--- src/rtl/tlb_tp_pkg.sv ---
package tlb_tp_pkg;

  // attributes per entry: index 0 dirty, 1 user, 2 writable
  localparam int N_ATTR = 3;

  // search qualifier for one true/complement selector pair
  function automatic logic sel_accepts(input logic [1:0] sel, input logic stored);
    case (sel)
      2'b11:   sel_accepts = 1'b1;
      2'b10:   sel_accepts = stored;
      2'b01:   sel_accepts = ~stored;
      default: sel_accepts = 1'b0;
    endcase
  endfunction

  // value written for one selector pair; undefined codes become 0
  function automatic logic sel_store(input logic [1:0] sel);
    sel_store = (sel == 2'b10);
  endfunction

endpackage

--- src/rtl/tlb_way_store.sv ---
module tlb_way_store #(
  parameter int SETS   = 8,
  parameter int DATA_W = 40,
  localparam int IDX_W = $clog2(SETS)
) (
  input  logic              clk,
  input  logic              rst,
  input  logic              we,
  input  logic [IDX_W-1:0]  waddr,
  input  logic [DATA_W-1:0] wdata,
  input  logic              wvalid,
  input  logic [IDX_W-1:0]  raddr,
  output logic [DATA_W-1:0] rdata,
  output logic              rvalid
);

  // payload array without reset so it maps to distributed RAM
  logic [DATA_W-1:0] mem [SETS];
  logic [SETS-1:0]   vld;

  always_ff @(posedge clk) begin
    if (we) mem[waddr] <= wdata;
  end

  always_ff @(posedge clk) begin
    if (rst)     vld <= '0;
    else if (we) vld[waddr] <= wvalid;
  end

  assign rdata  = mem[raddr];
  assign rvalid = vld[raddr];

endmodule

--- src/rtl/tlb_attr_match.sv ---
module tlb_attr_match
  import tlb_tp_pkg::*;
#(
  parameter int TAG_W = 17
) (
  input  logic                ent_valid,
  input  logic [TAG_W-1:0]    ent_tag,
  input  logic [N_ATTR-1:0]   ent_attr,
  input  logic [TAG_W-1:0]    q_tag,
  input  logic [2*N_ATTR-1:0] q_sel,
  output logic                qualifies
);

  logic [N_ATTR-1:0] attr_ok;

  for (genvar a = 0; a < N_ATTR; a++) begin : g_attr
    assign attr_ok[a] = sel_accepts(q_sel[2*a+1 -: 2], ent_attr[a]);
  end

  assign qualifies = ent_valid && (ent_tag == q_tag) && (&attr_ok);

endmodule

--- src/rtl/tlb_way_ptr.sv ---
module tlb_way_ptr #(
  parameter int WAYS = 4,
  localparam int WAY_W = $clog2(WAYS)
) (
  input  logic             clk,
  input  logic             rst,
  input  logic             step,
  output logic [WAY_W-1:0] ptr
);

  always_ff @(posedge clk) begin
    if (rst)
      ptr <= '0;
    else if (step)
      ptr <= (ptr == WAY_W'(WAYS - 1)) ? '0 : ptr + 1'b1;
  end

endmodule

--- src/rtl/tlb_testport.sv ---
module tlb_testport
  import tlb_tp_pkg::*;
#(
  parameter int LIN_W  = 20,
  parameter int PHYS_W = 20,
  parameter int SETS   = 8,
  parameter int WAYS   = 4,
  localparam int WAY_W = $clog2(WAYS)
) (
  input  logic                clk,
  input  logic                rst,
  input  logic                op_valid,
  input  logic                op_lookup,
  input  logic [LIN_W-1:0]    op_lin,
  input  logic                op_v,
  input  logic [2*N_ATTR-1:0] op_attr,
  input  logic [PHYS_W-1:0]   dat_phys,
  input  logic [WAY_W-1:0]    dat_way,
  input  logic                dat_ctl,
  output logic                rsp_valid,
  output logic                rsp_hit,
  output logic [PHYS_W-1:0]   rsp_phys,
  output logic [WAY_W-1:0]    rsp_way,
  output logic [N_ATTR-1:0]   rsp_attr
);

  localparam int IDX_W  = $clog2(SETS);
  localparam int TAG_W  = LIN_W - IDX_W;
  localparam int DATA_W = TAG_W + PHYS_W + N_ATTR;
  localparam int CNT_W  = $clog2(WAYS + 1);

  logic [IDX_W-1:0]  set_idx;
  logic [TAG_W-1:0]  q_tag;
  logic              wr_fire, lk_fire;
  logic [WAY_W-1:0]  ptr_q, wsel;
  logic [N_ATTR-1:0] new_attr;
  logic [DATA_W-1:0] wdata;

  assign set_idx = op_lin[IDX_W-1:0];
  assign q_tag   = op_lin[LIN_W-1:IDX_W];
  assign wr_fire = op_valid && !op_lookup;
  assign lk_fire = op_valid && op_lookup;
  assign wsel    = dat_ctl ? dat_way : ptr_q;

  for (genvar a = 0; a < N_ATTR; a++) begin : g_newattr
    assign new_attr[a] = sel_store(op_attr[2*a+1 -: 2]);
  end

  assign wdata = {q_tag, dat_phys, new_attr};

  tlb_way_ptr #(.WAYS(WAYS)) u_ptr (
    .clk  (clk),
    .rst  (rst),
    .step (wr_fire && !dat_ctl),
    .ptr  (ptr_q)
  );

  logic [WAYS-1:0]   way_hit;
  logic [PHYS_W-1:0] way_phys [WAYS];
  logic [N_ATTR-1:0] way_attr [WAYS];

  for (genvar w = 0; w < WAYS; w++) begin : g_way
    logic [DATA_W-1:0] rd;
    logic              rv;

    tlb_way_store #(.SETS(SETS), .DATA_W(DATA_W)) u_store (
      .clk    (clk),
      .rst    (rst),
      .we     (wr_fire && (wsel == WAY_W'(w))),
      .waddr  (set_idx),
      .wdata  (wdata),
      .wvalid (op_v),
      .raddr  (set_idx),
      .rdata  (rd),
      .rvalid (rv)
    );

    tlb_attr_match #(.TAG_W(TAG_W)) u_match (
      .ent_valid (rv),
      .ent_tag   (rd[DATA_W-1 -: TAG_W]),
      .ent_attr  (rd[N_ATTR-1:0]),
      .q_tag     (q_tag),
      .q_sel     (op_attr),
      .qualifies (way_hit[w])
    );

    assign way_phys[w] = rd[N_ATTR +: PHYS_W];
    assign way_attr[w] = rd[N_ATTR-1:0];
  end

  // count qualifying ways and encode the (last) qualifying index
  logic [CNT_W-1:0]  hit_cnt;
  logic [WAY_W-1:0]  hit_idx;

  always_comb begin
    hit_cnt = '0;
    hit_idx = '0;
    for (int w = 0; w < WAYS; w++) begin
      if (way_hit[w]) begin
        hit_cnt = hit_cnt + 1'b1;
        hit_idx = WAY_W'(w);
      end
    end
  end

  logic single_hit;
  assign single_hit = lk_fire && (hit_cnt == CNT_W'(1));

  always_ff @(posedge clk) begin
    if (rst) begin
      rsp_valid <= 1'b0;
      rsp_hit   <= 1'b0;
      rsp_phys  <= '0;
      rsp_way   <= '0;
      rsp_attr  <= '0;
    end else begin
      rsp_valid <= lk_fire;
      rsp_hit   <= single_hit;
      if (single_hit) begin
        rsp_phys <= way_phys[hit_idx];
        rsp_way  <= hit_idx;
        rsp_attr <= way_attr[hit_idx];
      end
    end
  end

endmodule

--- config.mk ---
export PLATFORM = sky130hd
export DESIGN_NAME = tlb_testport
export DESIGN_NICKNAME = d
export VERILOG_FILES = /design/src/rtl/tlb_tp_pkg.sv /design/src/rtl/tlb_way_store.sv /design/src/rtl/tlb_attr_match.sv /design/src/rtl/tlb_way_ptr.sv /design/src/rtl/tlb_testport.sv
export SDC_FILE = /design/constraint.sdc
export NUM_CORES = 1
export LEC_CHECK = 0
export CAP_MARGIN = 20
export CELL_PAD_IN_SITES_DETAIL_PLACEMENT = 0
export CELL_PAD_IN_SITES_GLOBAL_PLACEMENT = 2
export CORE_AREA = 10 10 399 401
export CTS_CLUSTER_DIAMETER = 60
export DETAILED_ROUTE_END_ITERATION = 8
export DIE_AREA = 0 0 409 411
export HOLD_SLACK_MARGIN = 0.05
export PLACE_DENSITY = 0.69
export RECOVER_POWER = 25
export SYNTH_ARGS = -nofsm -noshare
export SYNTH_HDL_FRONTEND = slang
export SYNTH_SLANG_ARGS = --single-unit
--- constraint.sdc ---
create_clock -name clk -period 14.4 [get_ports clk]
set_clock_uncertainty 0.1 [all_clocks]
set_input_delay 2.88 -clock clk [delete_from_list [all_inputs] [get_ports clk]]
set_output_delay 2.88 -clock clk [all_outputs]
set_load 0.1 [all_outputs]
==> results.json <==
{
  "intPower_uw": 6520,
  "setup_violations": 0,
  "clk-insertion-delay-late_ns": 0.78,
  "drtIter0Drc": 3170,
  "final_net_count": 3226,
  "relSlewSlack": -0.376,
  "dp_cells": 5044,
  "place_congestion": 0.809,
  "core_um2": 151000,
  "hp-class": "reg2reg",
  "cts_hold_buf": 0,
  "final.setup.tns_ns": 0,
  "die_w_um": 409,
  "syn_area_um2": 52600,
  "critPathKind": "in2reg",
  "avgSynthCellArea_um2": 17.5,
  "fin_cells": 5309,
  "cts_buffers": 142,
  "max_freq_mhz": 109,
  "io_buffer_count": 80,
  "hold_viol": 0,
  "clockRootBuffer": "clkbuf_16",
  "power_density_nw_per_um2": 137,
  "post-route-period-util": 0.639,
  "p_switching_uw": 1820,
  "power.share.clock": 0.430,
  "cts_sinks": 1341,
  "crit_arrival_ns": 9.76,
  "areaGrowthSynthToFinish_pct": 15.5,
  "dr.pass1.iters": 5,
  "async_flop_share": 0,
  "worstSetupStartpoint": "op_lin[11]",
  "final_common_cell": "edfxtp_1",
  "swShare": 0.219,
  "drive_gt1_frac": 0.164,
  "synth-seq-cells": 1341,
  "remaining_drc_errors": 0,
  "endpoint_kind": "register",
  "ys.flop_type": "edfxtp_1",
  "ant_nets": 0,
  "post_drt_wl_per_cell_um": 31.8,
  "ys_types": 91,
  "vias_per_cell": 5.69,
  "cts_resized": 0,
  "violations": "capacitance limit, slew limit",
  "startpoint_type": "input pin",
  "drt_wl_total_um": 169000,
  "die-area_um2": 168000,
  "crit_fanout": 34,
  "die_h_um": 411,
  "cts.reportedPaths.clkPinSlew_ns": 0.06,
  "antenna_found_initial": 10,
  "worst_pin_slew_ns": 2.06,
  "slew_violations": 577,
  "p_leak_uw": 0.0192,
  "r2r-start": "g_way[0].u_store.mem[2][35]$_DFFE_PP_",
  "p_comb_frac": 0.055,
  "required_ns": 14.96,
  "synth_edf_count": 1280,
  "syn_inst": 3002,
  "dr_total_vias": 30200,
  "post_cts.repair.setup_buffers": 0,
  "grt_max_degree": 97,
  "ioPinCount": 81,
  "grt_pass1_vias": 29400,
  "syn_nets": 3059,
  "seq_power_share": 0.514,
  "grt_usage": 0.195,
  "drv_cap": 15,
  "yosys_warnings": 0,
  "overflow": 0,
  "initial_core_util": 0.348,
  "min_period_ns": 9.20,
  "rsz0062_at_grt": "false",
  "num_rows": 143,
  "min_from": "g_way[2].u_store.vld[4]$_SDFFE_PP0P_",
  "ir_worst_vdd_uv": 133,
  "cts_tree": "done",
  "ys_seq_area_frac": 0.754,
  "grt_pass1_wl_um": 235000,
  "h-tree-depth": 4,
  "fillers": 13600,
  "hpwl_um": 93300,
  "final_cell_mix": "1,280 x edfxtp_1, 230 x a22oi_1, 195 x mux2i_1",
  "status": "finished with violations",
  "clk_path_buf_depth": 3
}
[cells by family after synthesis]
kind of cell    Yosys count  synth area share
simple gates            415            0.0432
compound gates          643            0.0917
flops                  1341             0.754
mux                     362            0.0851
xor+xnor                 40           0.00666
fa+ha+maj                 3          0.000713
buf+inv                 198            0.0190
[layout make-up]
class,count,area (um^2),area share
flip-flops and latches,1341,39700,0.652
multi-input cells,1463,12300,0.202
clock buffers,198,4020,0.0661
well taps,2030,2540,0.0418
repair buffers,203,1710,0.0281
clock inverters,54,517,0.00850
inverters,18,68.8,0.00113
diodes,2,5.00,0.0000823
[state kept, by name, indices dropped and copies added (netlist names)]
signal             flops
rsp_attr               3
rsp_valid              1
u_ptr.ptr              2
g_way.u_store.mem   1280
rsp_phys              20
rsp_way                2
rsp_hit                1
g_way.u_store.vld     32
[cell usage after synthesis, drive strengths merged, types with 23 or more instances]
| cell type | instances | share of area |
|---|---|---|
| mux4 | 56 | 0.024 |
| a221oi | 70 | 0.012 |
| nand2 | 98 | 0.0073 |
| xnor2 | 31 | 0.0052 |
| mux2 | 111 | 0.024 |
| a22o | 31 | 0.0052 |
| nor2 | 88 | 0.0063 |
| clkbuf | 92 | 0.0066 |
| a22oi | 232 | 0.033 |
| dfxtp | 61 | 0.023 |
| edfxtp | 1280 | 0.73 |
| o21ai | 75 | 0.0071 |
| nand4 | 46 | 0.0058 |
| a21oi | 76 | 0.0072 |
| buf | 88 | 0.011 |
| o22ai | 23 | 0.0027 |
| nand3 | 35 | 0.0033 |
| nor3 | 29 | 0.0028 |
| mux2i | 195 | 0.037 |
| a221o | 29 | 0.0055 |
[power groups by stage]
stage | sequential (uW) | clock, uW | combinational (uW)
after CTS | 4290 | 3640 | 461
after detailed placement | 4370 | 0 | 459
after floorplan | 4370 | 0 | 240
after global routing | 4290 | 3800 | 484
after global placement | 4370 | 0 | 455
final | 4290 | 3590 | 460
[through the flow]
| step | cell area [um^2] | util | setup slack [ns] | total power, uW | hold slack (ns) |
|---|---|---|---|---|---|
| floorplan | 52600 | - | 5.99 | 4610 | 0.350 |
| global placement | 56200 | 0.372 | 4.63 | 4830 | 0.356 |
| detailed placement | 56200 | 0.372 | 4.58 | 4830 | 0.368 |
| CTS | 60800 | 0.402 | 5.40 | 8390 | 0.376 |
| global route | 60800 | 0.402 | 5.11 | 8580 | 0.394 |
| finish | 60800 | 0.402 | 5.20 | 8340 | 0.376 |
[worst paths after layout]
| check | slack (ns) | cells past startpoint | to |
|---|---|---|---|
| worst max-delay path | 5.20 | 15 | rsp_phys[15]$_SDFFE_PP0P_ |
| worst min-delay path | 0.38 | 2 | g_way[2].u_store.vld[4]$_SDFFE_PP0P_ |
| worst max register to register | 8.55 | 15 | rsp_phys[15]$_SDFFE_PP0P_ |
| worst min register to register | 0.38 | 2 | g_way[2].u_store.vld[4]$_SDFFE_PP0P_ |
[worst max-delay path, stage by stage]
cell	delay (ns)
dlygate4sd3_1	0.53
clkbuf_1	1.29
inv_1	0.47
and3_1	0.33
or2_2	0.30
a2111o_1	0.45
nor4_1	0.69
ha_1	0.45
xnor2_1	0.17
ha_1	0.29
or3_1	0.42
o31ai_4	0.22
o32a_1	0.57
nand2_8	0.25
mux2_4	0.37
[per-layer routing]
metal / global-route usage / share of wire / vias up
li1: - / - / 12700
met1: 0.278 / 0.44 / 16000
met2: 0.308 / 0.47 / 1303
met3: 0.0342 / 0.074 / 211
met4: 0.0507 / 0.021 / 12
met5: 0 / 0.00041 / -
Note: power is estimated with default switching activity, not from simulation.
